$ cat config.mk
export PLATFORM = sky130hd
export DESIGN_NAME = dma_burst_seq
export DESIGN_NICKNAME = d
export VERILOG_FILES = /design/src/rtl/dma_seq_pkg.sv /design/src/rtl/dma_cfg_check.sv /design/src/rtl/dma_step_calc.sv /design/src/rtl/dma_addr_align.sv /design/src/rtl/dma_burst_seq.sv
export SDC_FILE = /design/constraint.sdc
export NUM_CORES = 1
export LEC_CHECK = 0
export BUFFER_PORTS_ARGS = -buffer_cell sky130_fd_sc_hd__buf_2
export CAP_MARGIN = 20
export CORE_MARGIN = 3
export CORE_UTILIZATION = 55
export CTS_CLUSTER_SIZE = 24
export DETAILED_ROUTE_END_ITERATION = 8
export GPL_ROUTABILITY_DRIVEN = 0
export PLACE_DENSITY_LB_ADDON = 0.05
export SLEW_MARGIN = 15
export SYNTH_ARGS = -nofsm -noshare
export SYNTH_HDL_FRONTEND = slang
export SYNTH_SLANG_ARGS = --single-unit
$ cat constraint.sdc
create_clock -name clk -period 5.77 [get_ports clk]
set_input_delay 0.8655 -clock clk [delete_from_list [all_inputs] [get_ports clk]]
set_output_delay 0.8655 -clock clk [all_outputs]
set_load 0.02 [all_outputs]
$ cat src/rtl/dma_seq_pkg.sv
// Package: shared types and sizes for the DMA burst sequencer.
// Assumes: byte counts never exceed 32, so a 6-bit count is enough.
package dma_seq_pkg;

    localparam int BYTES_W = 6;

    // Command captured at load time
    typedef struct packed {
        logic       inc_src;
        logic       inc_tgt;
        logic       flow_src;
        logic       flow_tgt;
        logic [1:0] bsize;
        logic [1:0] width;
        logic       byte_align;
    } dma_cmd_t;

    typedef enum logic [1:0] {
        ST_IDLE  = 2'd0,
        ST_WAIT  = 2'd1,
        ST_BURST = 2'd2
    } seq_state_e;

endpackage

$ cat src/rtl/dma_cfg_check.sv
// Module: validates a captured command before the channel may start.
// Assumes: the command is stable while the start pulse is evaluated.
module dma_cfg_check
    import dma_seq_pkg::*;
(
    input  dma_cmd_t cmd,
    output logic     bad
);

    logic bad_size;
    logic bad_flow;
    logic bad_width;

    // Flag each illegal combination separately, then merge them
    always_comb begin
        bad_size  = (cmd.bsize == 2'b00);
        bad_flow  = cmd.flow_src && cmd.flow_tgt;
        bad_width = !cmd.flow_src && !cmd.flow_tgt && (cmd.width != 2'b00);
        bad       = bad_size || bad_flow || bad_width;
    end

endmodule

$ cat src/rtl/dma_step_calc.sv
// Module: byte count of the next burst, which is the full burst length
// or the remaining length when that is shorter.
// Assumes: LW >= BW, and a reserved size code is rejected before start.
module dma_step_calc #(
    parameter int LW = 16,
    parameter int BW = 6
) (
    input  logic [1:0]    bsize,
    input  logic [LW-1:0] remain,
    output logic [BW-1:0] bytes
);

    logic [BW-1:0] full;

    // Decode the size code into the full burst length
    always_comb begin
        case (bsize)
            2'b01:   full = BW'(8);
            2'b10:   full = BW'(16);
            2'b11:   full = BW'(32);
            default: full = '0;
        endcase
    end

    // Clip to the remaining length for the final burst
    always_comb begin
        if (remain < LW'(full)) bytes = BW'(remain);
        else                    bytes = full;
    end

endmodule

$ cat src/rtl/dma_addr_align.sv
// Module: forces the low address bits to zero when byte alignment is off.
// Memory-side addresses lose 3 bits; peripheral-side addresses lose 2 bits.
// Assumes: AW >= 3.
module dma_addr_align #(
    parameter int AW = 32
) (
    input  logic [AW-1:0] raw,
    input  logic          periph,
    input  logic          byte_align,
    output logic [AW-1:0] aligned
);

    // Pick the mask that applies to this side of the transfer
    always_comb begin
        aligned = raw;
        if (!byte_align) begin
            if (periph) aligned[1:0] = 2'b00;
            else        aligned[2:0] = 3'b000;
        end
    end

endmodule

$ cat src/rtl/dma_burst_seq.sv
// Module: single-channel DMA burst address and length sequencer.
// Holds the loaded addresses, the remaining length and the command. It
// issues bursts on a request/acknowledge handshake and advances its state
// after each acknowledge.
// Assumes: load and run_set are not given in the same cycle; bst_ack only
// while bst_req is high.
module dma_burst_seq
    import dma_seq_pkg::*;
#(
    parameter int AW = 32,
    parameter int LW = 16
) (
    input  logic                clk,
    input  logic                rst_n,
    input  logic                load,
    input  logic [AW-1:0]       ld_src,
    input  logic [AW-1:0]       ld_tgt,
    input  logic [LW-1:0]       ld_len,
    input  logic                ld_inc_src,
    input  logic                ld_inc_tgt,
    input  logic                ld_flow_src,
    input  logic                ld_flow_tgt,
    input  logic [1:0]          ld_bsize,
    input  logic [1:0]          ld_width,
    input  logic                ld_byte_align,
    input  logic                run_set,
    input  logic                run_clr,
    input  logic                src_dreq,
    input  logic                tgt_dreq,
    input  logic                bst_ack,
    output logic                bst_req,
    output logic [AW-1:0]       bst_src,
    output logic [AW-1:0]       bst_tgt,
    output logic [BYTES_W-1:0]  bst_bytes,
    output logic                running,
    output logic                done,
    output logic                cfg_err
);

    localparam int BW    = BYTES_W;
    localparam int NSIDE = 2;

    seq_state_e    state;
    dma_cmd_t      cmd_q;
    logic [AW-1:0] src_q;
    logic [AW-1:0] tgt_q;
    logic [LW-1:0] len_q;
    logic          run_q;
    logic          done_q;
    logic          err_q;

    logic          cfg_bad;
    logic [BW-1:0] step;
    logic          dreq_ok;
    logic          last_burst;

    logic [AW-1:0] side_raw [NSIDE];
    logic          side_per [NSIDE];
    logic [AW-1:0] side_out [NSIDE];

    dma_cfg_check u_cfg (
        .cmd (cmd_q),
        .bad (cfg_bad)
    );

    dma_step_calc #(.LW(LW), .BW(BW)) u_step (
        .bsize  (cmd_q.bsize),
        .remain (len_q),
        .bytes  (step)
    );

    // Index 0 is the source side, index 1 the target side
    assign side_raw[0] = src_q;
    assign side_raw[1] = tgt_q;
    assign side_per[0] = cmd_q.flow_src;
    assign side_per[1] = cmd_q.flow_tgt;

    for (genvar g = 0; g < NSIDE; g++) begin : g_side
        dma_addr_align #(.AW(AW)) u_align (
            .raw        (side_raw[g]),
            .periph     (side_per[g]),
            .byte_align (cmd_q.byte_align),
            .aligned    (side_out[g])
        );
    end

    // Pacing condition: the flow-controlled side must be requesting
    always_comb begin
        if (cmd_q.flow_tgt)      dreq_ok = tgt_dreq;
        else if (cmd_q.flow_src) dreq_ok = src_dreq;
        else                     dreq_ok = 1'b1;
    end

    assign last_burst = (len_q == LW'(step));

    // Sequencer state, run bit, strobes and the address/length registers
    always_ff @(posedge clk) begin
        if (!rst_n) begin
            state  <= ST_IDLE;
            cmd_q  <= '0;
            src_q  <= '0;
            tgt_q  <= '0;
            len_q  <= '0;
            run_q  <= 1'b0;
            done_q <= 1'b0;
            err_q  <= 1'b0;
        end else begin
            done_q <= 1'b0;
            case (state)
                ST_IDLE: begin
                    if (load) begin
                        src_q <= ld_src;
                        tgt_q <= ld_tgt;
                        len_q <= ld_len;
                        cmd_q <= '{inc_src:    ld_inc_src,
                                   inc_tgt:    ld_inc_tgt,
                                   flow_src:   ld_flow_src,
                                   flow_tgt:   ld_flow_tgt,
                                   bsize:      ld_bsize,
                                   width:      ld_width,
                                   byte_align: ld_byte_align};
                        err_q <= 1'b0;
                    end else if (run_set && !run_clr) begin
                        if (cfg_bad) begin
                            err_q <= 1'b1;
                        end else if (len_q == '0) begin
                            done_q <= 1'b1;
                        end else begin
                            run_q <= 1'b1;
                            state <= ST_WAIT;
                        end
                    end
                end
                ST_WAIT: begin
                    if (run_clr) begin
                        run_q <= 1'b0;
                        state <= ST_IDLE;
                    end else if (dreq_ok) begin
                        state <= ST_BURST;
                    end
                end
                ST_BURST: begin
                    if (run_clr) run_q <= 1'b0;
                    if (bst_ack) begin
                        if (cmd_q.inc_src) src_q <= src_q + AW'(step);
                        if (cmd_q.inc_tgt) tgt_q <= tgt_q + AW'(step);
                        len_q <= len_q - LW'(step);
                        if (last_burst) begin
                            done_q <= 1'b1;
                            run_q  <= 1'b0;
                            state  <= ST_IDLE;
                        end else if (run_clr || !run_q) begin
                            state <= ST_IDLE;
                        end else begin
                            state <= ST_WAIT;
                        end
                    end
                end
                default: state <= ST_IDLE;
            endcase
        end
    end

    assign bst_req   = (state == ST_BURST);
    assign bst_src   = side_out[0];
    assign bst_tgt   = side_out[1];
    assign bst_bytes = step;
    assign running   = run_q;
    assign done      = done_q;
    assign cfg_err   = err_q;

endmodule

==> summary.md <==
| Metric | Value |
|---|---|
| Status | complete, no violations |
| Final critical-path share of the clock period | about three quarters |
| Ys Warns | 0 |
| Final WL | about 21000 um |
| Power Dens Cells | between 300 and 400 nW/um2 |
| Fillers | roughly 1100 |
| Placed wire-length estimate | about 14000 um |
| First-pass GRT wire length | between 30000 and 40000 um |
| Inserted Clock Buffers | 9 |
| DRC | 0 |
| Synth cell types | between 70 and 80 |
| Drt pass-1 iters | 6 |
| Max Cap Viol | 0 |
| WL/cell | 19.48 um |
| Peak VDD IR | between 0.15 and 0.2 mV |
| Row count | 39 |
| Synth top area share | roughly 29% |
| Core area | 11520 um2 |
| I/O Buffers | 170 |
| Hold EP | cmd_q[1] |
| Footprint of the multi-input gates | ~4000 um2 |
| Reg-to-reg endpoint | src_q[29] |
| Reg area | between 1500 and 2000 um2 |
| Least-Margin Pin Slew | around 1.1 ns |
| Clk Latency, worst-skew pair | between 0.3 and 0.4 ns |
| #FFs+latches synth | 94 |
| Initial Util | 56.75% |
| Hold Path Cell Cnt | 2 |
| Final ANT Viol Nets | 0 |
| Share of post-route cells with drive strength above 1 | 22.80% |
| Initial antenna violation count | 0 |
| P_leak | between 0.003 and 0.004 uW |
| WP data arrival | roughly 4.6 ns |
| Setup CP Type | register to register |
| Design area | about 7300 um2 |
| Synth-to-layout area growth | 11.89% |
| Layout Skew | approximately 0.007 ns |
| Grt total ovfl | 0 |
| CTS root buffer | clkbuf_16 |
| Fin crit period | 4.373 ns |
| Die height | 115.0 um |
| Die X | 115.0 um |
| Clock Sinks | 94 |
| Reg2Reg Depth | 11 |
| Largest area contributor in the netlist | dfxtp_1 |
| Post-CTS Resized | 0 |
| GRT Overall Usage | roughly 31% |
| Setup TNS | 0 ns |
| Power share of the combinational group | roughly a third |
| Switching pwr | 840.9 uW |
| Crit end category | register |
| Post-layout nets | around 1000 |
| Clock slew at reported path FFs | 0.07 ns |
| Mean Syn Cell Area | around 7.8 um2 |
| RSZ-0062 raised after global routing | no |
| Fin. Hold Viols | 0 |
| Post-synth EDFFs | 0 |
| Flop2flop setup slack | 1.40 ns |
| Cell-internal power | between 1000 and 1500 uW |
| Post-route insts no fill | between 1000 and 1500 |
| Largest net degree at the start of global routing | 69 |
| FF-to-FF Start | len_q[8] |
| Cell Area, Placed | around 7000 um2 |
| Clock power frac | 27.9% |
| Startpoint Class | register |
| Syn nets | around 960 |
| Vias | approximately 7000 |
| F_max | between 0.2 and 0.25 GHz |
| Die ar. | 13230 um2 |
| Worst Path Required | 5.99 ns |
| Post-synth top flop | dfxtp_1 |
| Vias in the first global route | approximately 6600 |
| N_diodes | 0 |
| Asr flop ratio synth | 0% |
| Critical path peak fanout | 10 |
| Slew Viols, Final | 0 |
| Mapped cell area | 6535 um2 |
| HP Start | cmd_q[1] |
| Register share of total power | 38.6% |
| Mapped Cells | 838 |
| Clock Tree Buf Depth | 2 |
| H-tree Lvls | 3 |
| Finish-stage setup viols | 0 |
| CTS hold repair buffers | 0 |
| Hold WC Path Type | register to register |
| Post-synth top cells | dfxtp_1, nand2_1, a21oi_1, buf_4, nor2_1 |
| Slew HR | a little over a quarter |
| Final core utilization | 63.49% |
| Sw Ratio | 38.09% |
| Seq/Total Area, Yosys | 28.80% |
| Post-CTS Setup Bufs | 0 |
| # IOs | about 170 |
| DR vias/cell | around 6.6 |
| Placed Cells | between 1000 and 1500 |
| Most instantiated library cell after synthesis | dfxtp_1 |
| Synth top area cells | dfxtp_1, buf_4, a211oi_1 |
| DRT iter0 DRCs | ~670 |
| Total design power | between 2000 and 2500 uW |
| CTS tree | built |
## flip-flops by register name, indices dropped and copies added, names as in the netlist
register and count:
len_q 16, tgt_q 32, done 1, cfg_err 1, running 1, src_q 32, cmd_q 9, state 2
## through the flow
stage / worst slack [ns] / hold WS [ns]
floorplan: 2.048 / 0.4363
global placement: 1.539 / 0.4439
detailed placement: 1.389 / 0.4467
CTS: 1.389 / 0.4558
global route: 1.151 / 0.4801
finish: 1.397 / 0.4559
## cell usage in the layout (no fill, tap or decap), drive strengths merged, types with 8 or more instances in the layout
master    n
a211oi   42
a21o     10
a21oi    61
a311oi   26
a31oi    17
and2     12
and3     26
and4     10
buf     178
clkbuf   11
dfxtp    94
ha       22
inv      18
nand2    71
nand3    19
nand4     8
nor2     53
nor3     25
nor4      8
o211ai   13
o21a     11
o21ai    63
o22ai    12
## critical path, stage by stage (launching register included)
cell	delay, ns
dfxtp_1	0.37
or4_1	0.70
nor4_4	0.43
and2_1	0.41
mux2_2	0.44
ha_1	0.35
o21ai_1	0.11
o211ai_1	0.30
nand2_1	0.25
nor2_1	0.32
a311oi_1	0.16
a2111oi_0	0.40
## logic make-up after synthesis
group / share of synthesized area (%)
AO/OA/AOI/OAI: 32.07
XOR/XNOR: 0.6701
adder cells (fa/ha/maj): 4.825
buffers and inverters: 10.72
flip-flops: 28.80
multiplexers: 1.091
other: 0.05738
AND/OR/NAND/NOR: 21.77
## how the worst max path moves through the flow
stage / startpoint / slack [ns] / cells past startpoint / to
floorplan: len_q[8] / 2.05 / 14 / len_q[12]
global placement: len_q[8] / 1.54 / 11 / tgt_q[24]
detailed placement: len_q[8] / 1.39 / 11 / tgt_q[24]
CTS: len_q[8] / 1.39 / 11 / tgt_q[24]
global route: len_q[8] / 1.15 / 11 / src_q[29]
finish: len_q[8] / 1.40 / 11 / src_q[29]
## layer usage
metal | track usage, % | up-vias | routed length, um
met1 | 41.34 | 3280 | 8717
met4 | 13.62 | 0 | 539
li1 | - | 3315 | -
met5 | 0 | - | 0
met2 | 50.19 | 381 | 9579
met3 | 4.263 | 38 | 1887
## power by group through the flow
stage	Clock, uW	Sequential (uW)	Combinational (uW)
after global placement	0	855	708
final	615	852	740
after global routing	654	867	809
after CTS	624	847	731
after floorplan	0	831	590
after detailed placement	0	861	725
## area by class of cell
cell class / count / share of cell area (%)
Multi-Input combinational cell: 617 / 54.36
Sequential cell: 94 / 25.74
Timing Repair Buffer: 178 / 12.46
Clock buffer: 11 / 3.457
Tap cell: 143 / 2.447
Inverter: 18 / 0.9240
Clock inverter: 3 / 0.6160
No activity file was read; power rests on OpenSTA's default activity.
